**config.mk**
```make
export PLATFORM = sky130hd
export DESIGN_NAME = cvack_top
export DESIGN_NICKNAME = d
export VERILOG_FILES = /design/src/rtl/cvack_pkg.sv /design/src/rtl/cvack_unit.sv /design/src/rtl/cvack_decode.sv /design/src/rtl/cvack_top.sv
export SDC_FILE = /design/constraint.sdc
export NUM_CORES = 1
export LEC_CHECK = 0
export BUFFER_PORTS_ARGS = -buffer_cell sky130_fd_sc_hd__buf_2
export CORE_MARGIN = 3
export CORE_UTILIZATION = 53
export CTS_CLUSTER_SIZE = 40
export DETAILED_ROUTE_END_ITERATION = 8
export PLACE_DENSITY = 0.88
export SLEW_MARGIN = 20
export SYNTH_ARGS = -nofsm -noshare
export SYNTH_HDL_FRONTEND = slang
export SYNTH_SLANG_ARGS = --single-unit
```
**constraint.sdc**
```tcl
create_clock -name clk -period 2.02 [get_ports clk]
set_clock_uncertainty 0.1 [all_clocks]
set_input_delay 0.404 -clock clk [delete_from_list [all_inputs] [get_ports clk]]
set_output_delay 0.404 -clock clk [all_outputs]
set_load 0.02 [all_outputs]
```
**src/rtl/cvack_pkg.sv**
```systemverilog
package cvack_pkg;
    localparam int UNIT_W    = 8;
    localparam int PIN_W     = $clog2(UNIT_W);
    localparam int LINE_W    = PIN_W + 1;
    localparam int VEC_W     = 8;
    localparam int CASC_PIN  = 2;
    localparam int SPUR_PIN  = UNIT_W - 1;

    typedef logic [UNIT_W-1:0] pin_mask_t;
    typedef logic [PIN_W-1:0]  pin_t;

    typedef struct packed {
        logic [VEC_W-1:0]  vec;
        logic [LINE_W-1:0] line;
    } ack_result_t;

    function automatic pin_t lowest_pin(input pin_mask_t m);
        pin_t r;
        r = '0;
        for (int i = UNIT_W - 1; i >= 0; i--) begin
            if (m[i]) r = pin_t'(i);
        end
        return r;
    endfunction

    function automatic logic [VEC_W-1:0] make_vec(input logic [VEC_W-1:0] base, input pin_t p);
        return {base[VEC_W-1:PIN_W], p};
    endfunction
endpackage

```
**src/rtl/cvack_unit.sv**
```systemverilog
module cvack_unit
    import cvack_pkg::*;
(
    input  logic      clk,
    input  logic      rst,
    input  pin_mask_t req_i,
    input  logic      fwd_i,
    input  logic      clr_i,
    input  pin_t      clr_pin_i,
    output logic      pend_o,
    output pin_t      win_o,
    output logic      pend_next_o
);
    pin_mask_t lat_q, prev_q, rise, clr_mask, fwd_mask, lat_n;

    always_comb begin
        rise     = req_i & ~prev_q;
        clr_mask = clr_i ? pin_mask_t'(1) << clr_pin_i : '0;
        fwd_mask = fwd_i ? pin_mask_t'(1) << CASC_PIN : '0;
        lat_n    = (lat_q & ~clr_mask) | rise | fwd_mask;
    end

    always_ff @(posedge clk) begin
        if (rst) begin
            lat_q  <= '0;
            prev_q <= '0;
        end else begin
            lat_q  <= lat_n;
            prev_q <= req_i;
        end
    end

    assign pend_o      = |lat_q;
    assign win_o       = lowest_pin(lat_q);
    assign pend_next_o = |lat_n;
endmodule

```
**src/rtl/cvack_decode.sv**
```systemverilog
module cvack_decode
    import cvack_pkg::*;
#(
    parameter logic [VEC_W-1:0] MASTER_BASE = 8'h08,
    parameter logic [VEC_W-1:0] SLAVE_BASE  = 8'h70
) (
    input  logic        ack_i,
    input  logic        m_pend_i,
    input  pin_t        m_win_i,
    input  logic        s_pend_i,
    input  pin_t        s_win_i,
    output logic        m_clr_o,
    output logic        s_clr_o,
    output ack_result_t res_o
);
    localparam pin_t SPUR = pin_t'(SPUR_PIN);
    localparam pin_t CASC = pin_t'(CASC_PIN);

    always_comb begin
        m_clr_o   = 1'b0;
        s_clr_o   = 1'b0;
        res_o.line = {1'b0, SPUR};
        res_o.vec  = make_vec(MASTER_BASE, SPUR);
        if (ack_i && m_pend_i) begin
            m_clr_o = 1'b1;
            if (m_win_i != CASC) begin
                res_o.line = {1'b0, m_win_i};
                res_o.vec  = make_vec(MASTER_BASE, m_win_i);
            end else if (s_pend_i) begin
                s_clr_o    = 1'b1;
                res_o.line = {1'b1, s_win_i};
                res_o.vec  = make_vec(SLAVE_BASE, s_win_i);
            end else begin
                res_o.line = {1'b1, SPUR};
                res_o.vec  = make_vec(SLAVE_BASE, SPUR);
            end
        end
    end
endmodule

```
**src/rtl/cvack_top.sv**
```systemverilog
module cvack_top
    import cvack_pkg::*;
#(
    parameter logic [VEC_W-1:0] MASTER_BASE = 8'h08,
    parameter logic [VEC_W-1:0] SLAVE_BASE  = 8'h70
) (
    input  logic              clk,
    input  logic              rst,
    input  logic [2*UNIT_W-1:0] req_i,
    input  logic              ack_i,
    output logic              int_o,
    output logic [VEC_W-1:0]  vec_o,
    output logic [LINE_W-1:0] line_o
);
    logic        m_pend, s_pend, s_pend_next, m_clr, s_clr, m_unused_next;
    pin_t        m_win, s_win;
    ack_result_t res;

    cvack_unit u_slave (
        .clk(clk), .rst(rst), .req_i(req_i[2*UNIT_W-1:UNIT_W]), .fwd_i(1'b0),
        .clr_i(s_clr), .clr_pin_i(s_win), .pend_o(s_pend), .win_o(s_win),
        .pend_next_o(s_pend_next)
    );

    cvack_unit u_master (
        .clk(clk), .rst(rst), .req_i(req_i[UNIT_W-1:0]), .fwd_i(s_pend_next),
        .clr_i(m_clr), .clr_pin_i(m_win), .pend_o(m_pend), .win_o(m_win),
        .pend_next_o(m_unused_next)
    );

    cvack_decode #(.MASTER_BASE(MASTER_BASE), .SLAVE_BASE(SLAVE_BASE)) u_dec (
        .ack_i(ack_i), .m_pend_i(m_pend), .m_win_i(m_win), .s_pend_i(s_pend),
        .s_win_i(s_win), .m_clr_o(m_clr), .s_clr_o(s_clr), .res_o(res)
    );

    always_ff @(posedge clk) begin
        if (rst) begin
            vec_o  <= '0;
            line_o <= '0;
        end else if (ack_i) begin
            vec_o  <= res.vec;
            line_o <= res.line;
        end
    end

    assign int_o = m_pend;
endmodule

```
After elaboration in Yosys (flattened, before gate mapping)
Index checks and enable logic that the tools add are counted.
{"block": "word_totals", "reg_bits": 44, "in_bits": 19, "out_inout_bits": 13, "wordCells": 50}
{"block": "op_classes", "n_eq_ne": 1, "shift": 2, "muxes": 26, "bitwise_logic": 11, "reduce_logical": 4}
{"op": "two-way mux 3 bit", "n": 17}
{"op": "AND 8 bit", "n": 4}
{"op": "inverter 8 bit", "n": 4}
{"op": "two-way mux 12 bit", "n": 2}
{"op": "OR 8 bit", "n": 3}
{"op": "OR reduction 8 bit", "n": 3}
{"op": "two-way mux 8 bit", "n": 2}
{"op": "<< shifter 1 x 3 -> 8 bit (first input constant)", "n": 2}
{"op": "two-way mux 7 bit", "n": 1}
{"op": "two-way mux 1 bit", "n": 4}
{"op": "!= test 3 x 2 -> 1 bit (second input constant)", "n": 1}
{"op": "logical AND 1 bit", "n": 1}

Logic depth before layout (Yosys ltp)
{"block": "logic_depth", "word_depth": 18, "ltp_mapped": 6, "mapped_depth_nobuf": 5}

Hierarchy
A second synthesis with hierarchy kept.
{"block": "hier_totals", "hier_cells": 208, "hier_area_um2": 1929.4}
{"mod": "cvack_unit", "n_inst": 2, "cells_per_inst": 74, "area_per_inst_um2": 680.7, "seq_area_each_um2": 320.3}
{"mod": "cvack_top", "n_inst": 1, "cells_per_inst": 39, "area_per_inst_um2": 424.2, "seq_area_each_um2": 240.2}
{"mod": "cvack_decode", "n_inst": 1, "cells_per_inst": 21, "area_per_inst_um2": 143.9, "seq_area_each_um2": 0.0}

Worst setup path before layout
Ideal clock, no wire load.
{"block": "synth_timing", "path_type": "input -> register", "startpoint": "input port req_i[15]", "endpoint": "register u_master.lat_q[2]", "setup_time_ns": 0.139, "arrival_time_ns": 1.365, "required_time_ns": 1.781, "slack_ns": 0.415, "cell_stages": 4, "path_buffers": 0, "cell_sequence": "nor2b_1 or3_1 a2111oi_4 a41oi_1"}
{"block": "synth_via", "elab_chain_cells": 5}
{"item": "start: declaration", "line": "cvack_top.sv:9", "source": "input logic [2*UNIT_W-1:0] req_i,"}
{"item": "AND 8 bit", "line": "cvack_unit.sv:17", "source": "rise = req_i & ~prev_q;"}
{"item": "OR 8 bit", "line": "cvack_unit.sv:20", "source": "lat_n = (lat_q & ~clr_mask) | rise | fwd_mask;"}
{"item": "OR reduction 8 bit", "line": "cvack_unit.sv:35", "source": "assign pend_next_o = |lat_n;"}
{"item": "two-way mux 3 bit", "line": "cvack_unit.sv:19", "source": "fwd_mask = fwd_i ? pin_mask_t'(1) << CASC_PIN : '0;"}
{"item": "OR 8 bit", "line": "cvack_unit.sv:20"}
{"item": "end signal: assignment", "line": "cvack_unit.sv:28", "source": "lat_q <= lat_n;"}
{"item": "end: declaration", "line": "cvack_unit.sv:14", "source": "pin_mask_t lat_q, prev_q, rise, clr_mask, fwd_mask, lat_n;"}
Every way passes these cells.
A chain may end at the register's enable or synchronous reset.

Final worst setup path
{"block": "layout_timing", "startpoint": "register u_master.lat_q[2]", "endpoint": "output port int_o"}
{"block": "layout_via", "elab_chain_cells": 1}
{"item": "OR reduction 8 bit", "line": "cvack_unit.sv:33", "source": "assign pend_o = |lat_q;"}
{"item": "end: declaration", "line": "cvack_top.sv:11", "source": "output logic int_o,"}
Every way passes these cells.

==> results.sh <==
export IMPL_die_area_um2=3640
export IMPL_root_buffer="clkbuf_4"
export IMPL_vdd_drop_max_mv=0.952
export IMPL_cp_cell_sequence="nor2_1 -> nand4_1 -> buf_2"
export IMPL_die_h_um=60.3
export IMPL_drt_iter0_markers=25
export IMPL_cts_buffer_depth=2
export IMPL_drt_total_wl_mm=2.77
export IMPL_cts_hold_buffers=0
export IMPL_maxSlewViolCount=0
export IMPL_area_growth_pct=13.9
export IMPL_syn_inst=172
export IMPL_netlist_area_um2=1560
export IMPL_critical_path_max_stage_delay_ns=0.43
export IMPL_worstPathRequired_ns=1.52
export IMPL_swShare=0.253
export IMPL_detail_route_antenna_nets=0
export IMPL_ys_top_cells_by_area="dfxtp_1 47%, nor2b_1 8.8%, a21oi_1 5.4%, nor2_1 5.0%, nand2b_1 4.0%"
export IMPL_hp_start="req_i[15]"
export IMPL_fmaxAchievable_mhz=525
export IMPL_min_period_ns=1.91
export IMPL_synth_edff_count=0
export IMPL_cts_reportedPaths_clkPinSlew_ns=0.10
export IMPL_postSynthNetCount=191
export IMPL_grt_pass1_vias=1060
export IMPL_rsz0062_at_grt="no"
export IMPL_ys_flop_type="dfxtp_1"
export IMPL_tns_ns=0
export IMPL_cts_num_sinks=37
export IMPL_grt_start_max_net_pins=22
export IMPL_slowest_stage="dfxtp_1"
export IMPL_worstPathMaxFanout=11
export IMPL_final_cell_mix="37 x dfxtp_1, 30 x buf_2, 22 x nor2b_1"
export IMPL_critPathLaunchType="flop"
export IMPL_grtUsageTotal=0.169
export IMPL_hold_class="in2reg"
export IMPL_fp_row_count=19
export IMPL_worst_r2r_endpoint="u_master.lat_q[2]$_SDFF_PP0_"
export IMPL_nNetsFinal=218
export IMPL_core_area_um2=2780
export IMPL_synth_seq_cells=37
export IMPL_finalHoldViolCount=0
export IMPL_dp_hpwl_mm=2.14
export IMPL_p_leak_uw=0.000745
export IMPL_p_switching_uw=396
export IMPL_vias=1221
export IMPL_pwr_share_comb=0.140
export IMPL_layout_drive_gt1_share=0.255
export IMPL_clk_latency_ns=0.34
export IMPL_drv_cap=0
export IMPL_setup_violations=0
export IMPL_pwr_density_cell_nw_per_um2=879
export IMPL_gp_congestion=0.808
export IMPL_endpoint_kind="output port"
export IMPL_dr_pass1_iters=4
export IMPL_h_tree_depth=2
export IMPL_arrival_ns=1.40
export IMPL_cp_num_buf_inv=1
export IMPL_diodes=0
export IMPL_rr_worst_depth=5
export IMPL_r2r_start="u_master.lat_q[2]$_SDFF_PP0_"
export IMPL_post_drt_wl_per_cell_um=12.0
export IMPL_synth_top_cell_area_share=0.474
export IMPL_seqPwrFrac=0.524
export IMPL_viasPerCell=5.29
export IMPL_cp_top_family="simple AND/OR/NAND/NOR gates"
export IMPL_overflow=0
export IMPL_syn_area_per_cell_um2=9.09
export IMPL_hold_depth=2
export IMPL_internal_power_uw=1170
export IMPL_initial_core_util=0.562
export IMPL_clkPwrFrac=0.336
export IMPL_drc=0
export IMPL_cts_tree="yes"
export IMPL_yosys_cell_types_count=37
export IMPL_async_reset_ff_frac=0
export IMPL_reg2reg_slack_ns=0.27
export IMPL_yosys_area_top_type="dfxtp_1"
export IMPL_min_to="u_slave.prev_q[7]$_SDFF_PP0_"
export IMPL_status="finished clean"
export IMPL_yosysSeqAreaShare=0.474
export IMPL_period_share=0.944
export IMPL_criticalPathCategory="reg2out"
export IMPL_grt_pass1_wl_mm=4.48
export IMPL_post_cts_buffers=0
export IMPL_yosysWarnings=0
export IMPL_final_common_cell="dfxtp_1"
export IMPL_antenna_found_initial=0
export IMPL_cts_resized_gates=0
export IMPL_numPortBuffers=30
export IMPL_dieWidth_um=60.3
export IMPL_holdWs_ns=0.176
export IMPL_crit_start="u_master.lat_q[2]$_SDFF_PP0_"
export IMPL_io_pins=32
export IMPL_numCtsBuffers=5
-- power groups by stage --
stage                     combinational (uW)  sequential, uW  clock, uW
after floorplan                          163             835          0
after global placement                   214             835          0
after detailed placement                 220             838          0
after CTS                                220             821        546
after global routing                     246             828        571
final                                    219             821        526
-- per-layer routing --
layer | up-vias | share of wire | global-route usage | routed length [um]
li1 | 631 | - | - | -
met1 | 539 | 0.46 | 0.215 | 1280
met2 | 45 | 0.44 | 0.255 | 1220
met3 | 6 | 0.078 | 0.0648 | 217
met4 | 0 | 0.019 | 0.0759 | 53
met5 | - | 0 | 0 | 0
-- synthesized netlist by cell type (all sizes together) (2+ instances only) --
library cell	n
inv	7
nor2	23
a41oi	2
nor2b	22
o21bai	3
o21ai	7
a31oi	2
nand3	2
nand2b	10
nor3	4
clkbuf	3
buf	9
a21oi	18
nand2	6
nand4	2
dfxtp	37
o41ai	2
-- cell families after synthesis --
group,count (synthesis),synth area share
flip-flops,37,0.474
AO/OA/AOI/OAI,41,0.178
AND/OR/NAND/NOR,73,0.276
other,1,0.00240
adder cells (fa/ha/maj),1,0.00721
buffers and inverters,19,0.0624
-- registers in the layout (all words and copies together), names as in the netlist --
name             cells
u_slave.prev_q       8
vec_o                2
u_slave.lat_q        8
u_master.lat_q       8
u_master.prev_q      8
line_o               3
-- area by class of cell --
class / instances / area, um^2
Clock inverter: 1 / 30.0
Clock buffer: 7 / 55.1
Fill cell: 241 / 1000
Sequential cell: 37 / 741
Tap cell: 31 / 38.8
Timing Repair Buffer: 32 / 165
Inverter: 7 / 26.3
Multi-Input combinational cell: 116 / 724
-- stage by stage --
step,util,power [uW],std cells,instance area [um^2],setup WS [ns]
floorplan,-,998,172,1560,0.415
global placement,0.610,1050,223,1700,0.287
detailed placement,0.610,1060,223,1700,0.254
CTS,0.640,1590,231,1780,0.107
global route,0.640,1640,231,1780,0.0286
finish,0.640,1570,231,1780,0.114
-- worst max-delay path by stage --
stage                                        end  slack [ns]  depth (start not counted)
floorplan           u_master.lat_q[2]$_SDFF_PP0_        0.42                          4
global route                               int_o        0.03                          3
CTS                                        int_o        0.11                          3
finish                                     int_o        0.11                          3
global placement    u_master.lat_q[2]$_SDFF_PP0_        0.29                          5
detailed placement  u_master.lat_q[2]$_SDFF_PP0_        0.25                          5
No activity file was read; power rests on OpenSTA's default activity.
